<file path="config.mk">
export PLATFORM = sky130hd
export DESIGN_NAME = wdt_guard
export DESIGN_NICKNAME = d
export VERILOG_FILES = /design/src/rtl/wdt_pkg.sv /design/src/rtl/wdt_regs.sv /design/src/rtl/wdt_prescaler.sv /design/src/rtl/wdt_action.sv /design/src/rtl/wdt_guard.sv
export SDC_FILE = /design/constraint.sdc
export NUM_CORES = 1
export LEC_CHECK = 0
export BUFFER_PORTS_ARGS = -buffer_cell sky130_fd_sc_hd__buf_4
export CORE_AREA = 10 10 87 89
export CTS_CLUSTER_DIAMETER = 80
export CTS_CLUSTER_SIZE = 25
export DETAILED_ROUTE_END_ITERATION = 6
export DIE_AREA = 0 0 97 99
export PLACE_DENSITY = 0.56
export SLEW_MARGIN = 5
export SYNTH_ARGS = -nofsm -noshare
export SYNTH_HDL_FRONTEND = slang
export SYNTH_SLANG_ARGS = --single-unit
</file>
<file path="constraint.sdc">
create_clock -name clk -period 2.7 [get_ports clk]
set_input_delay 0 -clock clk [delete_from_list [all_inputs] [get_ports clk]]
set_output_delay 0 -clock clk [all_outputs]
set_load 0.02 [all_outputs]
</file>
<file path="src/rtl/wdt_pkg.sv">
// Shared constants for the watchdog: register width, key values and
// control field positions. Assumes an 8-bit register write bus.
package wdt_pkg;
    localparam int REG_W = 8;
    localparam logic [REG_W-1:0] KEY_CLEAR = 8'h4E;
    localparam logic [REG_W-1:0] KEY_STOP  = 8'hB1;
    localparam int BIT_EN  = 7;
    localparam int BIT_SEL = 1;  // two bits: [2:1]
    localparam int BIT_ACT = 0;
    localparam int NTAPS   = 4;
    localparam int SEL_W   = $clog2(NTAPS);
endpackage

</file>
<file path="src/rtl/wdt_regs.sv">
// Register file of the watchdog: control register with a one-time action
// lock, and a command decoder for the clear and stop keys.
// Assumes writes are single-cycle strobes synchronous to clk.
module wdt_regs
    import wdt_pkg::*;
(
    input  logic             clk,
    input  logic             rst_n,
    input  logic             wr_en,
    input  logic             wr_cmd,
    input  logic [REG_W-1:0] wr_data,
    output logic             run,
    output logic [SEL_W-1:0] per_sel,
    output logic             act_nmi,
    output logic             clr_hit,
    output logic [REG_W-1:0] ctrl_rd
);
    logic en_req;
    logic act_lock;
    logic ctrl_wr;
    logic stop_hit;

    assign ctrl_wr  = wr_en && !wr_cmd;
    assign clr_hit  = wr_en && wr_cmd && (wr_data == KEY_CLEAR);
    assign stop_hit = wr_en && wr_cmd && (wr_data == KEY_STOP);

    // Control fields: enable request and period select follow every write.
    always_ff @(posedge clk) begin
        if (!rst_n) begin
            en_req  <= 1'b1;
            per_sel <= '0;
        end else if (ctrl_wr) begin
            en_req  <= wr_data[BIT_EN];
            per_sel <= wr_data[BIT_SEL +: SEL_W];
        end
    end

    // Action bit: taken from the first control write only, then frozen.
    always_ff @(posedge clk) begin
        if (!rst_n) begin
            act_nmi  <= 1'b0;
            act_lock <= 1'b0;
        end else if (ctrl_wr && !act_lock) begin
            act_nmi  <= wr_data[BIT_ACT];
            act_lock <= 1'b1;
        end
    end

    // Run state: set by an enabling write, cleared only by stop key after enable cleared.
    always_ff @(posedge clk) begin
        if (!rst_n) begin
            run <= 1'b1;
        end else if (ctrl_wr && wr_data[BIT_EN]) begin
            run <= 1'b1;
        end else if (stop_hit && !en_req) begin
            run <= 1'b0;
        end
    end

    // Readback image of the control register.
    always_comb begin
        ctrl_rd = '0;
        ctrl_rd[BIT_EN] = en_req;
        ctrl_rd[BIT_SEL +: SEL_W] = per_sel;
        ctrl_rd[BIT_ACT] = act_nmi;
    end

    AST_ACT_LOCK: assert property (@(posedge clk) disable iff (!rst_n)
        act_lock |=> $stable(act_nmi));
    AST_STOP_ORDER: assert property (@(posedge clk) disable iff (!rst_n)
        $fell(run) |-> $past(stop_hit && !en_req));
endmodule

</file>
<file path="src/rtl/wdt_prescaler.sv">
// Binary prescaler with a four-way tap select per clock mode.
// Overflow is flagged when the count is at or above the chosen limit;
// the count then restarts. Assumes every exponent is at least 1.
module wdt_prescaler
    import wdt_pkg::*;
#(
    parameter int NRM_EXP [NTAPS] = '{23, 21, 19, 17},
    parameter int LOW_EXP [NTAPS] = '{15, 13, 11, 9}
) (
    input  logic             clk,
    input  logic             rst_n,
    input  logic             run,
    input  logic             clr,
    input  logic             slow_mode,
    input  logic [SEL_W-1:0] per_sel,
    output logic             ovf
);
    function automatic int widest();
        int m = 1;
        for (int i = 0; i < NTAPS; i++) begin
            if (NRM_EXP[i] > m) m = NRM_EXP[i];
            if (LOW_EXP[i] > m) m = LOW_EXP[i];
        end
        return m;
    endfunction

    localparam int CNT_W = widest();

    logic [CNT_W-1:0] cnt;
    logic [CNT_W-1:0] limit;
    int               tap_e;

    // Limit for the selected tap: 2^E - 1.
    always_comb begin
        tap_e = slow_mode ? LOW_EXP[per_sel] : NRM_EXP[per_sel];
        limit = (CNT_W'(1) << tap_e) - CNT_W'(1);
    end

    assign ovf = run && (cnt >= limit);

    // Count advance, restart on clear, overflow or stop.
    always_ff @(posedge clk) begin
        if (!rst_n) begin
            cnt <= '0;
        end else if (!run || clr || ovf) begin
            cnt <= '0;
        end else begin
            cnt <= cnt + CNT_W'(1);
        end
    end

    AST_IDLE_ZERO: assert property (@(posedge clk) disable iff (!rst_n)
        !run |=> (cnt == '0));
endmodule

</file>
<file path="src/rtl/wdt_action.sv">
// Alarm stage: turns an overflow into a one-cycle reset request or a sticky
// interrupt request, chosen by the locked action bit.
module wdt_action (
    input  logic clk,
    input  logic rst_n,
    input  logic ovf,
    input  logic act_nmi,
    input  logic irq_ack,
    output logic rst_req,
    output logic nmi_req
);
    // Reset request pulse on overflow in reset action.
    always_ff @(posedge clk) begin
        if (!rst_n) rst_req <= 1'b0;
        else        rst_req <= ovf && !act_nmi;
    end

    // Sticky interrupt flag; a new overflow beats an acknowledge.
    always_ff @(posedge clk) begin
        if (!rst_n)              nmi_req <= 1'b0;
        else if (ovf && act_nmi) nmi_req <= 1'b1;
        else if (irq_ack)        nmi_req <= 1'b0;
    end

    AST_RST_PULSE: assert property (@(posedge clk) disable iff (!rst_n)
        rst_req |=> !rst_req);
    AST_NMI_STICKY: assert property (@(posedge clk) disable iff (!rst_n)
        (nmi_req && !irq_ack) |=> nmi_req);
endmodule

</file>
<file path="src/rtl/wdt_guard.sv">
// Watchdog top: registers, prescaler and alarm stage.
// Assumes a single clock; slow_mode only picks the tap set.
module wdt_guard
    import wdt_pkg::*;
#(
    parameter int NRM_EXP [NTAPS] = '{23, 21, 19, 17},
    parameter int LOW_EXP [NTAPS] = '{15, 13, 11, 9}
) (
    input  logic             clk,
    input  logic             rst_n,
    input  logic             slow_mode,
    input  logic             wr_en,
    input  logic             wr_cmd,
    input  logic [REG_W-1:0] wr_data,
    input  logic             irq_ack,
    output logic [REG_W-1:0] ctrl_rd,
    output logic             running,
    output logic             rst_req,
    output logic             nmi_req
);
    logic             run;
    logic [SEL_W-1:0] per_sel;
    logic             act_nmi;
    logic             clr_hit;
    logic             ovf;

    wdt_regs i_regs (
        .clk(clk), .rst_n(rst_n), .wr_en(wr_en), .wr_cmd(wr_cmd),
        .wr_data(wr_data), .run(run), .per_sel(per_sel),
        .act_nmi(act_nmi), .clr_hit(clr_hit), .ctrl_rd(ctrl_rd)
    );

    wdt_prescaler #(.NRM_EXP(NRM_EXP), .LOW_EXP(LOW_EXP)) i_pre (
        .clk(clk), .rst_n(rst_n), .run(run), .clr(clr_hit),
        .slow_mode(slow_mode), .per_sel(per_sel), .ovf(ovf)
    );

    wdt_action i_act (
        .clk(clk), .rst_n(rst_n), .ovf(ovf), .act_nmi(act_nmi),
        .irq_ack(irq_ack), .rst_req(rst_req), .nmi_req(nmi_req)
    );

    assign running = run;

    AST_QUIET_STOP: assert property (@(posedge clk) disable iff (!rst_n)
        !running |=> !rst_req && !$rose(nmi_req));
endmodule

</file>
==> run metrics <==
synthesized cell area=2050 um^2; Area growth syn-to-layout=17.1%; port bufs=20; Peak supply drop=0.212 mV; crit share post-route=0.896; Clock Sinks=31; post-detail-place hpwl=3320 um; crit-path max FO=24; vias after detailed routing=1678; core footprint=5850 um^2; First-pass DRT Iterations=4; power per cell area=439 nW/um^2; CTS Buffer Depth=2; Hold Violations, Final=0; Worst Hold End=i_regs.en_req; Setup crit end kind=register; setup bufs post-CTS=0; GRT Residual Overflow=0; Num CTS Buffers=5; clock-pin transition on the worst setup and hold timing paths=0.07 ns; Total Wirelength=4500 um; Tot Pwr=1.05 mW; Worst setup SP type=register; RSZ-0062 raised after global routing=no; Initial Util=0.351; TritonCTS clock tree=done; sequential fraction of the synthesis area=0.302; die area=9600 um^2; Root Driver=clkbuf_8; RD Place Congestion=0.806; post-synthesis register bit count=31; Top FF cell, synth=dfxtp_1; DRC errors left=0; synth top area cells=dfxtp_1, ha_1, xnor2_1; Rows=28; status=finished clean; initial antenna violation count=0; # diodes=0; DR vias/cell=4.92; crit path launch=i_regs.per_sel[0]; largest net degree at the start of global routing=25; reg-to-reg startpoint=i_regs.per_sel[0]; CP Data Required Time=2.91 ns; Fmax=0.413 GHz; Post-Syn Area per Cell=8.51 um^2; Max Cap Violations=0; setup_tns=0 ns; Design Area, Final=2400 um^2; Synth area leader=dfxtp_1; fin nets=299; most frequent cells after synthesis=dfxtp_1, nand2_1, nor2_1; Hold Startpoint=wr_data[7]; CTS H-tree lvls=2; global-route wire length before repair=7800 um; min Tclk post-route=2.42 ns; Die W=97 um; drt initial violations=62; vias in the first global route=1660; Netlist cell types=43; share of cells above drive strength 1=0.169; Hold WC Path Type=in2reg; clk_lat worst skew=0.29 ns; reg2reg end=i_pre.cnt[7]; Final Skew=0.00424 ns; Leak=1.02 nW; most frequent cell after synthesis=dfxtp_1; Worst Path Arrival=2.63 ns; Place WS=0.281 ns; Tot GR Track Use=0.0962; Synth Warn #=0; Worst Setup Slack, final=0.280 ns; Hold Worst Slack=0.0313 ns; worst reg-to-reg setup slack=0.28 ns; routed length per placed instance=13.2 um; Slew Viols, Final=0; asr flop ratio synth=0; WHS Path Cells=4; R2R cell count=8; Post-synth EDFFs=0; cells after synthesis=241; I/O pins=25; Die Y=99 um; CP Class=reg2reg; post-synth top area share=0.302; # setup viols final=0; antenna-violating nets left=0; Area after DPL=2250 um^2
## final cells by class
class	instances	area [um^2]
fillers	593	3450
flip-flops and latches	31	621
inverters	3	11.3
multi-input cells	197	1350
repair buffers	27	213
well taps	75	93.8
clock inverters	2	35.0
clock buffers	6	82.6
## registers in the layout, indices dropped and copies added, names as in the netlist
signal	cells
i_regs.per_sel	2
i_regs.run	1
i_regs.act_lock	1
i_regs.act_nmi	1
i_act.rst_req	1
i_regs.en_req	1
i_pre.cnt	23
i_act.nmi_req	1
## through the flow
step | std cells | util
finish | 341 | 0.411
global placement | 329 | 0.384
CTS | 341 | 0.411
global route | 341 | 0.411
floorplan | 248 | -
detailed placement | 329 | 0.384
## cell families after synthesis
kind of cell | Yosys count | synth area share
and+or+nand+nor | 118 | 0.328
AOI/OAI and AO/OA | 30 | 0.102
buffers and inverters | 20 | 0.0537
other | 1 | 0.00183
DFF | 31 | 0.302
xor gates and xnor gates | 21 | 0.0896
adders and majority gates | 20 | 0.122
## cell usage in the layout (no fill, tap or decap), drive strengths merged, types with 2 or more instances in the layout
| cell type | netlist | routed |
|---|---|---|
| clkbuf | 7 | 6 |
| o21a | 3 | 3 |
| nor4 | 2 | 2 |
| nor3b | 12 | 12 |
| a21o | 5 | 5 |
| a21oi | 6 | 6 |
| or2 | 2 | 2 |
| inv | 3 | 3 |
| conb | 1 | 8 |
| o21ai | 4 | 4 |
| and4 | 3 | 3 |
| ha | 20 | 20 |
| o31ai | 2 | 2 |
| xnor2 | 17 | 17 |
| xor2 | 4 | 4 |
| and2 | 3 | 3 |
| nand4 | 10 | 10 |
| nand2 | 29 | 29 |
| dfxtp | 31 | 31 |
| nand3 | 13 | 13 |
| and3 | 5 | 5 |
| or3 | 2 | 2 |
| a21boi | 3 | 3 |
| buf | 10 | 23 |
| dlygate4sd3 | 0 | 4 |
| nor3 | 6 | 6 |
| nor2 | 25 | 25 |
## power by group
group | internal, mW | switching (mW) | leakage (nW)
combinational | 0.0443 | 0.0475 | 0.706
sequential | 0.465 | 0.0112 | 0.251
clock | 0.299 | 0.187 | 0.0612
## what timing repair did
action,4_1_cts,5_1_grt
hold endpoints to repair,4,0
gates resized for setup,0,0
hold buffers,4,0
## worst max-delay path: stages, from the launching register on
cell and delay, ns:
dfxtp_1 0.39, or3_1 0.37, ha_1 0.32, a21oi_1 0.16, nand2_1 0.06, a221oi_1 0.42
o211ai_2 0.14, buf_4 0.26, nor3b_1 0.21
## metal layers
| metal | vias to the layer above | track usage | part of all wire |
|---|---|---|---|
| met5 | - | 0 | 0 |
| met1 | 777 | 0.112 | 0.47 |
| met2 | 15 | 0.159 | 0.48 |
| li1 | 880 | - | - |
| met4 | 0 | 0.0545 | 0.021 |
| met3 | 6 | 0.0216 | 0.020 |
## how the worst max path moves through the flow
stage                    end  slack, ns
3_5_place_dp    i_pre.cnt[7]       0.28
2_1_floorplan  i_pre.cnt[15]       0.30
4_1_cts         i_pre.cnt[7]       0.25
6_report        i_pre.cnt[7]       0.28
3_3_place_gp   i_act.rst_req       0.36
5_1_grt        i_pre.cnt[15]       0.03
No activity file was read; power rests on OpenSTA's default activity.
